<file path="src/rtl/pio_pkg.sv">
package pio_pkg;
   localparam int ST_BUSY = 0;
   localparam int ST_WRITE = 1;
   localparam int ST_CMD = 2;
   localparam int ST_ERR = 3;
   localparam int ST_W = 4;

   typedef struct packed {
      logic err;
      logic cmd;
      logic wr;
      logic busy;
   } pio_stat_t;
endpackage

</file>
<file path="src/rtl/pio_regs.sv">
module pio_regs
   import pio_pkg::*;
#(
   parameter int DATA_W = 8,
   parameter int ADDR_W = 2,
   parameter int STAT_ADDR = 0,
   parameter int DOUT_ADDR = 1,
   parameter bit RDATA_REG = 1'b0
) (
   input  logic              clk,
   input  logic              rst_n,
   input  logic [ADDR_W-1:0] bus_addr,
   input  logic              bus_wr,
   input  logic              bus_rd,
   input  logic [DATA_W-1:0] bus_wdata,
   input  logic              locked,
   input  pio_stat_t         stat,
   output logic [DATA_W-1:0] dout,
   output logic              stat_wr,
   output logic              stat_rd,
   output logic [DATA_W-1:0] bus_rdata
);
   localparam int PAD_W = DATA_W - ST_W;

   logic hit_stat, hit_dout;
   logic [DATA_W-1:0] rd_mux;

   assign hit_stat = (bus_addr == ADDR_W'(STAT_ADDR));
   assign hit_dout = (bus_addr == ADDR_W'(DOUT_ADDR));
   assign stat_wr  = bus_wr & hit_stat;
   assign stat_rd  = bus_rd & hit_stat;

   always_ff @(posedge clk or negedge rst_n) begin
      if (!rst_n) dout <= '0;
      else if (bus_wr && hit_dout && !locked) dout <= bus_wdata;
   end

   always_comb begin
      rd_mux = '0;
      if (hit_stat) rd_mux = {{PAD_W{1'b0}}, stat};
      else if (hit_dout) rd_mux = dout;
   end

   generate
      if (RDATA_REG) begin : g_rd_reg
         logic [DATA_W-1:0] rd_q;
         always_ff @(posedge clk or negedge rst_n) begin
            if (!rst_n) rd_q <= '0;
            else if (bus_rd) rd_q <= rd_mux;
         end
         assign bus_rdata = rd_q;
      end else begin : g_rd_comb
         assign bus_rdata = rd_mux;
      end
   endgenerate
endmodule

</file>
<file path="src/rtl/pio_seq.sv">
module pio_seq
   import pio_pkg::*;
(
   input  logic            clk,
   input  logic            rst_n,
   input  logic            stat_wr,
   input  logic [ST_W-1:0] stat_wbits,
   input  logic            stat_rd,
   input  logic            xfer_done,
   input  logic            xfer_fault,
   output pio_stat_t       stat,
   output logic            launch
);
   logic arm_ok;

   assign launch = stat.cmd & ~stat.busy;
   assign arm_ok = stat_wr & ~stat.cmd & ~stat.busy
                   & stat_wbits[ST_CMD] & stat_wbits[ST_WRITE];

   always_ff @(posedge clk or negedge rst_n) begin
      if (!rst_n) begin
         stat <= '0;
      end else if (stat.busy && xfer_fault) begin
         stat <= '{err: 1'b1, cmd: 1'b0, wr: 1'b0, busy: 1'b0};
      end else if (stat.busy && xfer_done) begin
         stat <= '0;
      end else if (launch) begin
         stat.busy <= 1'b1;
      end else if (arm_ok) begin
         stat <= '{err: 1'b0, cmd: 1'b1, wr: 1'b1, busy: 1'b0};
      end else if (stat_rd) begin
         stat.err <= 1'b0;
      end
   end
endmodule

</file>
<file path="src/rtl/pio_tx.sv">
module pio_tx #(
   parameter int DATA_W = 8
) (
   input  logic              clk,
   input  logic              rst_n,
   input  logic              launch,
   input  logic [DATA_W-1:0] byte_in,
   input  logic              dev_ready,
   input  logic              dev_fault,
   output logic [DATA_W-1:0] dev_data,
   output logic              dev_valid
);
   always_ff @(posedge clk or negedge rst_n) begin
      if (!rst_n) begin
         dev_valid <= 1'b0;
         dev_data  <= '0;
      end else if (dev_valid) begin
         if (dev_fault || dev_ready) dev_valid <= 1'b0;
      end else if (launch) begin
         dev_valid <= 1'b1;
         dev_data  <= byte_in;
      end
   end
endmodule

</file>
<file path="src/rtl/pio_port_ctrl.sv">
module pio_port_ctrl
   import pio_pkg::*;
#(
   parameter int DATA_W = 8,
   parameter int ADDR_W = 2,
   parameter int STAT_ADDR = 0,
   parameter int DOUT_ADDR = 1,
   parameter bit RDATA_REG = 1'b0
) (
   input  logic              clk,
   input  logic              rst_n,
   input  logic [ADDR_W-1:0] bus_addr,
   input  logic              bus_wr,
   input  logic              bus_rd,
   input  logic [DATA_W-1:0] bus_wdata,
   output logic [DATA_W-1:0] bus_rdata,
   output logic [DATA_W-1:0] dev_data,
   output logic              dev_valid,
   input  logic              dev_ready,
   input  logic              dev_fault
);
   generate
      if (DATA_W < ST_W) begin : g_bad_width
         $error("DATA_W must hold the status bits");
      end
      if (STAT_ADDR == DOUT_ADDR) begin : g_bad_map
         $error("status and data addresses must differ");
      end
      if (DOUT_ADDR >= (1 << ADDR_W) || STAT_ADDR >= (1 << ADDR_W)) begin : g_bad_addr
         $error("register address outside ADDR_W range");
      end
   endgenerate

   pio_stat_t         stat_q;
   logic              launch, stat_wr, stat_rd;
   logic [DATA_W-1:0] dout_q;

   pio_regs #(
      .DATA_W(DATA_W), .ADDR_W(ADDR_W), .STAT_ADDR(STAT_ADDR),
      .DOUT_ADDR(DOUT_ADDR), .RDATA_REG(RDATA_REG)
   ) u_regs (
      .clk(clk), .rst_n(rst_n), .bus_addr(bus_addr), .bus_wr(bus_wr),
      .bus_rd(bus_rd), .bus_wdata(bus_wdata),
      .locked(stat_q.cmd | stat_q.busy), .stat(stat_q),
      .dout(dout_q), .stat_wr(stat_wr), .stat_rd(stat_rd),
      .bus_rdata(bus_rdata)
   );

   pio_seq u_seq (
      .clk(clk), .rst_n(rst_n), .stat_wr(stat_wr),
      .stat_wbits(bus_wdata[ST_W-1:0]), .stat_rd(stat_rd),
      .xfer_done(dev_valid & dev_ready), .xfer_fault(dev_fault),
      .stat(stat_q), .launch(launch)
   );

   pio_tx #(.DATA_W(DATA_W)) u_tx (
      .clk(clk), .rst_n(rst_n), .launch(launch), .byte_in(dout_q),
      .dev_ready(dev_ready), .dev_fault(dev_fault),
      .dev_data(dev_data), .dev_valid(dev_valid)
   );
endmodule

</file>
<file path="config.mk">
export PLATFORM = sky130hd
export DESIGN_NAME = pio_port_ctrl
export DESIGN_NICKNAME = d
export VERILOG_FILES = /design/src/rtl/pio_pkg.sv /design/src/rtl/pio_regs.sv /design/src/rtl/pio_seq.sv /design/src/rtl/pio_tx.sv /design/src/rtl/pio_port_ctrl.sv
export SDC_FILE = /design/constraint.sdc
export NUM_CORES = 1
export LEC_CHECK = 0
export BUFFER_PORTS_ARGS = -buffer_cell sky130_fd_sc_hd__buf_2
export CAP_MARGIN = 25
export CORE_MARGIN = 4
export CORE_UTILIZATION = 48
export CTS_CLUSTER_SIZE = 24
export DETAILED_ROUTE_END_ITERATION = 8
export PLACE_DENSITY = 0.77
export SYNTH_ARGS = -nofsm -noshare
export SYNTH_HDL_FRONTEND = slang
export SYNTH_SLANG_ARGS = --single-unit
</file>
<file path="constraint.sdc">
create_clock -name clk -period 1.4 [get_ports clk]
set_input_delay 0.07 -clock clk [delete_from_list [all_inputs] [get_ports clk]]
set_output_delay 0.07 -clock clk [all_outputs]
set_load 0.05 [all_outputs]
</file>
After elaboration in Yosys (flattened, before gate mapping)
Cells that the tools add are included.
W data, S select, Z words.

storage, ports and cells
  output and inout bits = 17
  flip-flop bits (word level) = 21
  memory bits (read-only) = 0
  bits in writable memories = 0
  memories = 0
  latch bits = 0
  word-level logic and storage cells = 46
  bits of input ports = 16

cells by class
  shift operators = 0
  add/subtract/negate cells = 0
  reduce and logical (&&, ||, !) cells = 13
  multiplexer cells = 12
  $lt $le $gt $ge = 0
  multipliers = 0
  bitwise logic cells = 12
  divide/modulo/power cells = 0
  equal/unequal tests = 2

operators by type and width
  operator              count
  $mux W8               2
  $and A1 B1 Y1         8
  $mux W4               2
  $reduce_bool A4 Y1    2
  $mux W1               6
  $mux W3               2
  $reduce_and A2 Y1     3
  $logic_and A1 B1 Y1   4
  $ne A3 B1 Y1 const B  1
  $not A1 Y1            3
  $reduce_bool A3 Y1    1
  $eq A2 B1 Y1 const B  1
  $logic_not A2 Y1      1
  $logic_not A1 Y1      1
  $logic_or A1 B1 Y1    1
  $or A1 B1 Y1          1

Longest topological paths before layout
Gate-level depths: netlist (run 1).

  word-level depth = 10
  mapped depth = 4
  mapped depth without buffers = 3

Cells and area by module
From an unflattened synthesis (run 1), not the netlist that was laid out.

unflattened totals
  cells, all modules = 71
  area, all modules = 992.2 um^2

by module, submodules not included
  module         area each (um^2)  seq. area each (um^2)  instances  cells an instance
  pio_regs       459.2             200.2                  1          34
  pio_tx         374.1             225.2                  1          21
  pio_seq        146.4             75.1                   1          14
  pio_port_ctrl  12.5              0.0                    1          2

Worst setup path after synthesis (run 1)
No wires, ideal clock.

  path type = reg2reg
  from = register u_tx.dev_valid
  to = register, netlist name u_seq.stat[3]
  path buffers = 0
  period minus slack after synthesis = 1.388 ns
  path slack = 0.012 ns
  arrival time = 1.269 ns
  data required time = 1.280 ns
  stages on the path, launching flop included = 4
  library setup time = 0.120 ns
  cell sequence = dfrtp_1 > nand3_1 > a22o_2 > and3_1

on the way
  longest elaborated chain between the ends = 4
  elaborated cells on any way between the ends = 7
  classes of those cells = eq/ne: 1; mux: 2; bitwise: 1; reduce/logical: 3

RTL lines
  what                                                    line                 source
  start, declared                                         pio_tx.sv:11         output logic dev_valid
  start signal, assigned                                  pio_tx.sv:15         dev_valid <= 1'b0;
  start signal, assigned                                  pio_tx.sv:18         if (dev_fault || dev_ready) dev_valid <= 1'b0;
  start signal, assigned                                  pio_tx.sv:20         dev_valid <= 1'b1;
  $and A1 B1 Y1 *                                         pio_port_ctrl.sv:52  .xfer_done(dev_valid & dev_ready), .xfer_fault(dev_fault),
  $logic_and A1 B1 Y1 *                                   pio_seq.sv:25        end else if (stat.busy && xfer_done) begin
  $ne A3 B1 Y1 (no line), or another cell as far along    -
  $reduce_and A2 Y1 (no line) or $mux W4 (tied branches)  -

Every way passes the cells marked *; elsewhere a longest branch is shown, timed or not.
A chain may end at the register's enable or synchronous reset.

Worst setup path after layout (run 1)
  from = register, netlist name u_seq.stat[0]
  to = output port bus_rdata[0]

on the way
  longest elaborated chain between the ends = 1

RTL lines
  what           line                 source
  $mux W8        pio_regs.sv:40       if (hit_stat) rd_mux = {{PAD_W{1'b0}}, stat};
  end, declared  pio_port_ctrl.sv:16  output logic [DATA_W-1:0] bus_rdata,

No other way between the ends.

==> impl_metrics.ini, run 1 <==
[run_status]
status = finished clean

[clock_tree]
clk_pin_slew_ps = 110
cts-root-buf = clkbuf_4
clk_latency_ps = 290
clockBufferDepth = 2
cts.sinks = 20
cts_max_level = 1
cts_buffers = 3
cts_tree = built

[final_layout]
stdcell_area_sq_um = 1260
num-nets-final = 131
antenna_cells = 0
multi_input_area_sq_um = 418
drive_gt1_frac = 0.544
seqCellArea_sq_um = 502
n_fill_cell = 146
syn2layout_area_growth_pct = 33.4

[global_route]
grt.busiest_layer = met2
overflow = 0
use_met2 = 0.264
grt_max_degree = 21
grt_pass1_wl_microns = 3330
antenna_found_initial = 0
met1_usage = 0.222
grt_use_met3 = 0.0342
grtUsageTotal = 0.166
grt_pass1_vias = 754

[worst_hold_path]
min_path_cells = 2
min_path_type = in -> reg
worstHoldStart = bus_wdata[3]
hold_path_end = u_regs.dout[3]

[placed_design]
place.gp.congestion = 0.898
placed_area_sq_um = 1120
dpl.hpwl_microns = 1430
portBuffers = 32

[power_and_ir_drop]
power_frac_seq = 0.353
p_leak_nw = 0.619
power_frac_comb = 0.497
power_density_nw_per_um2 = 2420
p_clk_frac = 0.151
vdd_drop_max_mv = 1.74
internal-power_mw = 1.71
p_sw_frac = 0.441
switchingPower_mw = 1.35

[timing]
hold_viol = 0
rsz0062_at_grt = false
worst_pin_slew_ps = 441
fin_tns_setup_ps = 0
slew_viol_final = 0
min_period_over_period = 0.945
finalCriticalPeriod_ps = 1320
timing.fmax_mhz = 756
setup_violations = 0
skew_ps = 6.10
slew_headroom = 0.706

[setup_path]
path_delay_family = flip-flops
cp_slowest_cell = dfrtp_1
required_ps = 1330
arrival_ps = 1250
reg2reg_to = u_regs.dout[1]
crit_buf_inv = 2
crit_type = reg -> out
r2r_slack_ps = 80
r2r_start = u_seq.stat[0]
start_kind = register
crit_chain = buf_4 -> mux2i_1 -> nor2_1 -> buf_4
cpPeakStageDelay_ps = 420
reg2regPathDepth = 4
cp-end-kind = primary output
cp_max_fo = 7
crit_top_cell = buf_4

[detailed_routing]
wire_per_inst_microns = 13.9
initialDrtViolationCount = 13
vias = 696
antenna_left = 0
firstDrtPassIters = 4
remaining_drc_errors = 0
wl_microns = 1940
viasPerCell = 5.01

[die]
start_util = 0.524
die_w_microns = 52.4
rows = 15
design.die.area_sq_um = 2740
coreArea_sq_um = 1800
dieHeight_microns = 52.4
io_pins = 33

[synthesis]
ys_ff_latch = 20
yosys.area.top_type = dfrtp_1
synth_edf_count = 0
yosysTopAreaCellShare = 0.530
async_reset_ff_frac = 1.00
netlist_top_cells_area = dfrtp_1 53%, mux2_2 19%, and2_1 2.6%, buf_6 2.4%, mux2i_1 2.1%
postSynthAreaPerCell_sq_um = 13.3
synth_commonest_cells = 20 x dfrtp_1, 16 x mux2_2, 4 x and2_1
synthFlopType = dfrtp_1
yosysSeqAreaShare = 0.530
synth_area_sq_um = 945
syn_inst = 71
synth_fp_nets = 87
synth.most_common_cell = dfrtp_1
synth_cell_types = 23
yosysWarnings = 0

[run]
maxCapViolCount = 0
registers in the layout, summed over array words and instances, names as in the netlist:
register / count
u_tx.dev_valid: 1
u_seq.stat: 3
u_tx.dev_data: 8
u_regs.dout: 8
stage by stage:
step                utilization  hold WS (ps)  std cells  total power, mW  setup WS (ps)
finish                    0.699          4.77        139             3.05           76.5
global route              0.699          10.8        139             3.23           4.39
CTS                       0.692          1.07        138             3.06           6.95
detailed placement        0.622          32.1        127             2.58            134
global placement          0.622          37.4        127             2.53            149
floorplan                     -          -226         71             2.24           11.8
power by group through the flow:
stage               clock network (mW)  logic, mW  registers, mW
finish                           0.460       1.52           1.08
global placement                     0       1.45           1.09
global route                     0.492       1.62           1.12
CTS                              0.471       1.50           1.09
floorplan                            0      0.731           1.51
detailed placement                   0       1.48           1.10
layout by cell type (no fill, tap or decap), types with 2 or more instances in the layout:
cell / Yosys / layout
buf_2: 0 / 29
dfrtp_1: 20 / 19
mux2_2: 16 / 16
dlygate4sd3_1: 0 / 7
and2_1: 4 / 4
clkbuf_4: 0 / 4
buf_4: 0 / 4
nor2_1: 3 / 3
nand2_1: 3 / 3
a21oi_1: 3 / 3
and2b_2: 2 / 2
mux2i_1: 2 / 2
nand2b_1: 2 / 2
nand4_1: 2 / 2
worst reg2reg max path, stage by stage (launching register included):
cell and delay (ps):
dfrtp_1 420, buf_4 150, nor3b_4 230, nand2_4 130, mux2_2 290
timing repair:
action,CTS,global route
hold buffers,7,0
endpoints found under the setup margin,1,3
gates resized for setup,1,4
pin swaps,0,0
setup buffers,0,1
cloned,0,0
hold endpoints to repair,26,0
how the worst max path moves through the flow:
stage                   start  slack, ps  depth (start not counted)             end
6_report        u_seq.stat[0]         80                          4    bus_rdata[0]
5_1_grt         u_seq.stat[2]          4                          3    bus_rdata[1]
4_1_cts         u_seq.stat[2]          7                          3    bus_rdata[1]
3_5_place_dp    u_seq.stat[2]        130                          3  u_regs.dout[1]
3_3_place_gp    u_seq.stat[2]        150                          3  u_regs.dout[7]
2_1_floorplan  u_tx.dev_valid         10                          3   u_seq.stat[3]
final cells by class:
cell class | count | share of cell area
timing repair buffer | 41 | 0.201
sequential | 20 | 0.398
clock inverter | 1 | 0.0238
tap | 25 | 0.0248
multi-input combinational | 48 | 0.332
clock buffer | 3 | 0.0179
inverter | 1 | 0.00298
cells by family after synthesis:
| group | share of synthesized area |
|---|---|
| buffers and inverters | 0.0278 |
| flip-flops | 0.530 |
| AO/OA/AOI/OAI | 0.0556 |
| multiplexers | 0.212 |
| AND/OR/NAND/NOR | 0.175 |
metal layers:
layer  vias up  part of all wire
met1       333              0.41
met4         0            0.0062
met5         -                 0
met3         2             0.080
met2        24              0.50
li1        337                 -
Note: power is estimated with default switching activity, not from simulation.
==> inputs of run 2 (changes only) <==
--- a/config.mk
+++ b/config.mk
@@ -8,10 +8,11 @@
 export BUFFER_PORTS_ARGS = -buffer_cell sky130_fd_sc_hd__buf_2
 export CAP_MARGIN = 25
 export CORE_MARGIN = 4
-export CORE_UTILIZATION = 48
+export CORE_UTILIZATION = 45
 export CTS_CLUSTER_SIZE = 24
 export DETAILED_ROUTE_END_ITERATION = 8
-export PLACE_DENSITY = 0.77
+export PLACE_DENSITY = 0.73
+export SLEW_MARGIN = 10
 export SYNTH_ARGS = -nofsm -noshare
 export SYNTH_HDL_FRONTEND = slang
 export SYNTH_SLANG_ARGS = --single-unit
==> run 2 against run 1 <==
Compared with the run above: clock-buffer cell count unchanged; register-to-register slack gained 30 ps; non-clock buffer count shrank 1; maximum frequency is 1.8% higher; first-iteration DRC count is 38% lower; global-route usage decreased by 1.2 points; worst setup slack better by 24 ps; die area increased by 5.6%.
==> impl_metrics.ini, run 2 (synthesis gave the netlist of run 1 again) <==
[setup_path]
start_kind = register
cp_slowest_cell = dfrtp_2
crit_chain = nand2b_1 -> a21oi_1 -> buf_2
reg2reg_to = u_tx.dev_data[1]
required_ps = 1330
arrival_ps = 1230
path_delay_family = flip-flops
cpPeakStageDelay_ps = 450
cp_max_fo = 4
cp-endpoint = bus_rdata[2]
r2r_slack_ps = 110
crit_buf_inv = 1
r2r_start = u_seq.stat[0]
cp-end-kind = primary output
reg2regPathDepth = 3
cp.depth = 3
crit_type = reg -> out
startpoint = u_seq.stat[2]

[clock_tree]
cts_buffers = 3
clockBufferDepth = 2
clk_latency_ps = 300
clk_pin_slew_ps = 120
cts_setup_buffers = 0
cts_max_level = 1
cts.sinks = 20
cts_tree = built
cts-root-buf = clkbuf_4

[timing]
worst_slack_ps = 100
fin_tns_setup_ps = 0
worst_pin_slew_ps = 443
hold_viol = 0
slew_headroom = 0.705
hold_ws_ps = 11.6
rsz0062_at_grt = false
min_period_over_period = 0.928
skew_ps = 2.35
timing.fmax_mhz = 769
slew_viol_final = 0
setup_violations = 0
finalCriticalPeriod_ps = 1300

[detailed_routing]
dr_wl_met2_microns = 1030
remaining_drc_errors = 0
antenna_left = 0
wl_microns = 1950
viasPerCell = 4.93
initialDrtViolationCount = 8
maxUsedRoutingLayer = met4
vias = 690
wl_met1_microns = 835
firstDrtPassIters = 4
wire_per_inst_microns = 14.0
dr_wl_met3_microns = 74

[placed_design]
dpl.hpwl_microns = 1420
dpl.cell_count = 129
pre_cts_ws_ps = 128
place.gp.congestion = 0.900
portBuffers = 32

[power_and_ir_drop]
p_sw_frac = 0.444
power_frac_comb = 0.486
p_leak_nw = 0.614
power_frac_seq = 0.358
power_density_nw_per_um2 = 2430
internal-power_mw = 1.69
vdd_drop_max_mv = 1.27
switchingPower_mw = 1.35
total_power_mw = 3.04
p_clk_frac = 0.156

[die]
coreArea_sq_um = 1980
rows = 16
die_w_microns = 53.8
design.die.area_sq_um = 2900
dieHeight_microns = 53.8
io_pins = 33
start_util = 0.477

[run_status]
status = finished clean

[global_route]
overflow = 0
antenna_found_initial = 0
grt_max_degree = 21
grt_pass1_vias = 667
grt_pass1_wl_microns = 3140
grtUsageTotal = 0.154

[final_layout]
largest_registers = u_regs.dout x8, u_tx.dev_data x8, u_seq.stat x3
final_cell_mix = 31 x buf_2, 19 x dfrtp_1, 16 x mux2_2
drive_gt1_frac = 0.540
antenna_cells = 0
layout_commonest_cell = buf_2
num-nets-final = 130
instances_no_fill = 140
syn2layout_area_growth_pct = 32.3

[run]
maxCapViolCount = 0

[worst_hold_path]
min_path_type = in -> reg
[run 2: cell types whose count changed in the layout (fill, tap and decap cells not counted)]
cell | previous run | this run
clkbuf_4 | 4 | 3
buf_2 | 29 | 31
buf_4 | 4 | 2
[run 2: worst min path at each step]
stage            startpoint        endpoint  cells after the start
6_report       bus_wdata[5]  u_regs.dout[5]                      2
5_1_grt        bus_wdata[5]  u_regs.dout[5]                      2
4_1_cts        bus_wdata[5]  u_regs.dout[5]                      2
3_5_place_dp          rst_n   u_seq.stat[2]                      1
3_3_place_gp          rst_n   u_seq.stat[3]                      1
2_1_floorplan         rst_n  u_regs.dout[0]                      0
[run 2: power groups by stage]
stage,clock network [mW],registers [mW],logic [mW]
CTS,0.480,1.09,1.49
global placement,0,1.09,1.45
finish,0.474,1.09,1.48
floorplan,0,1.51,0.731
global route,0.512,1.13,1.56
detailed placement,0,1.10,1.47
[run 2: layout make-up]
| type | count | area (sq um) |
|---|---|---|
| Sequential cell | 20 | 502 |
| Multi-Input combinational cell | 48 | 418 |
| Timing Repair Buffer | 40 | 240 |
| Clock inverter | 1 | 30.0 |
| Tap cell | 27 | 33.8 |
| Fill cell | 166 | 732 |
| Inverter | 1 | 3.75 |
| Clock buffer | 3 | 22.5 |
[run 2: per-layer routing]
metal | GRT usage | vias to the layer above
met5 | 0 | -
met4 | 0.0638 | 0
met3 | 0.0249 | 2
li1 | - | 334
met2 | 0.262 | 16
met1 | 0.192 | 338
[run 2: metrics by stage]
step,cell area (sq um),util
6_report,1250,0.631
5_1_grt,1250,0.631
4_1_cts,1250,0.630
3_5_place_dp,1120,0.567
3_3_place_gp,1120,0.567
2_1_floorplan,945,-
[run 2: repair_timing]
item	in CTS	in global routing
setup endpoints to repair	1	2
hold buffers	7	0
gates resized for setup	1	1
hold endpoints to repair	26	0
gates cloned	0	0
==> inputs of run 3 (changes only) <==
--- a/config.mk
+++ b/config.mk
@@ -7,6 +7,7 @@
 export LEC_CHECK = 0
 export BUFFER_PORTS_ARGS = -buffer_cell sky130_fd_sc_hd__buf_2
 export CAP_MARGIN = 25
+export CORE_ASPECT_RATIO = 1.2
 export CORE_MARGIN = 4
 export CORE_UTILIZATION = 45
 export CTS_CLUSTER_SIZE = 24
==> run 3 against run 2 <==
Compared with the run above: critical path depth unchanged; global-route usage down 0.99 points; first-iteration DRC count down 50%; clock power down 45%; maximum frequency down 1.4%; largest power group unchanged.
==> impl_metrics.ini, run 3 (synthesis gave the netlist of run 1 again) <==
[power_and_ir_drop]
p_leak_nw = 0.585
vdd_drop_max_mv = 1.50
p_clk_frac = 0.091
internal-power_mw = 1.49
power_frac_comb = 0.512
power_frac_seq = 0.396
switchingPower_mw = 1.34
power_density_nw_per_um2 = 2390
p_sw_frac = 0.474

[clock_tree]
cts.sinks = 20
clockBufferDepth = 2
clk_latency_ps = 290
cts-root-buf = clkbuf_4
cts_max_level = 1
clk_pin_slew_ps = 100
cts_buffers = 3
cts_tree = built

[timing]
slew_headroom = 0.708
slew_viol_final = 0
setup_violations = 0
rsz0062_at_grt = false
min_period_over_period = 0.942
timing.fmax_mhz = 758
hold_ws_ps = 9.05
finalCriticalPeriod_ps = 1320
worst_pin_slew_ps = 438
skew_ps = 1.27
hold_viol = 0
fin_tns_setup_ps = 0

[die]
design.die.area_sq_um = 2900
dieHeight_microns = 58.2
io_pins = 33
die_w_microns = 49.8
rows = 17
start_util = 0.493
coreArea_sq_um = 1910

[placed_design]
portBuffers = 32
placed_area_sq_um = 1110
dpl.hpwl_microns = 1450
place.gp.congestion = 0.781

[detailed_routing]
maxUsedRoutingLayer = met3
wire_per_inst_microns = 14.9
remaining_drc_errors = 0
dr_wl_met3_microns = 98
initialDrtViolationCount = 4
vias = 664
dr_wl_met2_microns = 954
firstDrtPassIters = 4
wl_met1_microns = 851
antenna_left = 0
wl_microns = 1900
viasPerCell = 5.19

[final_layout]
n_fill_cell = 172
antenna_cells = 0
stdcell_area_sq_um = 1190
final_cell_mix = 30 x buf_2, 18 x dfrtp_1, 16 x mux2_2
largest_registers = u_regs.dout x8, u_tx.dev_data x8, u_seq.stat x3
final_core_util = 0.620
num-nets-final = 127
drive_gt1_frac = 0.550
syn2layout_area_growth_pct = 25.6
layout_commonest_cell = buf_2

[setup_path]
r2r_slack_ps = 80
required_ps = 1580
reg2reg_to = u_tx.dev_data[1]
crit_type = reg -> reg
start_kind = register
cp_max_fo = 9
cp-end-kind = register
reg2regPathDepth = 3
r2r_start = u_seq.stat[0]
arrival_ps = 1500

[global_route]
grtUsageTotal = 0.144
grt_max_degree = 21
grt_pass1_wl_microns = 3220
grt_pass1_vias = 704
antenna_found_initial = 0
overflow = 0

[run]
maxCapViolCount = 0

[worst_hold_path]
worstHoldStart = bus_wdata[0]
min_path_cells = 2
min_path_type = in -> reg
hold_path_end = u_regs.dout[0]

[run_status]
status = finished clean
-- run 3: cell types whose count changed in the layout (fill, tap and decap cells not counted) --
cell,before,now
buf_4,2,1
dlygate4sd3_1,7,5
dfrtp_2,1,2
clkbuf_4,3,4
bufinv_16,1,0
buf_2,31,30
dfrtp_1,19,18
-- run 3: worst max path at each step --
stage              startpoint                to  slack (ps)
3_3_place_gp    u_seq.stat[0]  u_tx.dev_data[0]         100
3_5_place_dp    u_seq.stat[0]  u_tx.dev_data[1]          60
2_1_floorplan  u_tx.dev_valid     u_seq.stat[3]          10
4_1_cts         u_seq.stat[0]      bus_rdata[0]          20
5_1_grt         u_seq.stat[2]      bus_rdata[2]          20
6_report        u_seq.stat[0]  u_tx.dev_data[1]          80
-- run 3: area by class of cell --
cell class                      instances  area, sq um  share of cell area
Sequential cell                        20          503               0.424
Multi-Input combinational cell         48          418               0.352
Timing Repair Buffer                   37          215               0.181
Tap cell                               19         23.8              0.0200
Clock buffer                            3         22.5              0.0190
Inverter                                1         3.75             0.00316
-- run 3: power by group through the flow --
stage	logic [mW]	clock network, mW	registers [mW]
detailed placement	1.44	0	1.12
finish	1.45	0.259	1.12
global route	1.54	0.292	1.17
floorplan	0.731	0	1.51
global placement	1.42	0	1.11
CTS	1.46	0.269	1.12
-- run 3: timing repair --
item | 4_1_cts | 5_1_grt
endpoints found under the hold margin | 24 | 0
cloned | 0 | 0
buffers inserted | 0 | 0
gates resized for setup | 1 | 4
hold buffers | 5 | 0
endpoints found under the setup margin | 1 | 4
-- run 3: critical path, cell delays in order (launching register included) --
cell,delay (ps)
dfrtp_2,490
nand2b_4,200
nor2_8,160
mux2_2,360
-- run 3: metal layers --
layer,vias to the layer above,global-route usage
met5,-,0
met4,0,0.0514
met3,0,0.0283
met2,22,0.238
met1,316,0.188
li1,326,-
-- run 3: through the flow --
stage | std cells | setup slack [ps] | total power, mW
after floorplan | 71 | 11.8 | 2.24
after global placement | 120 | 101 | 2.53
after detailed placement | 120 | 57.8 | 2.57
after CTS | 128 | 21.9 | 2.84
after global routing | 128 | 16.2 | 3.00
final | 128 | 81.2 | 2.83
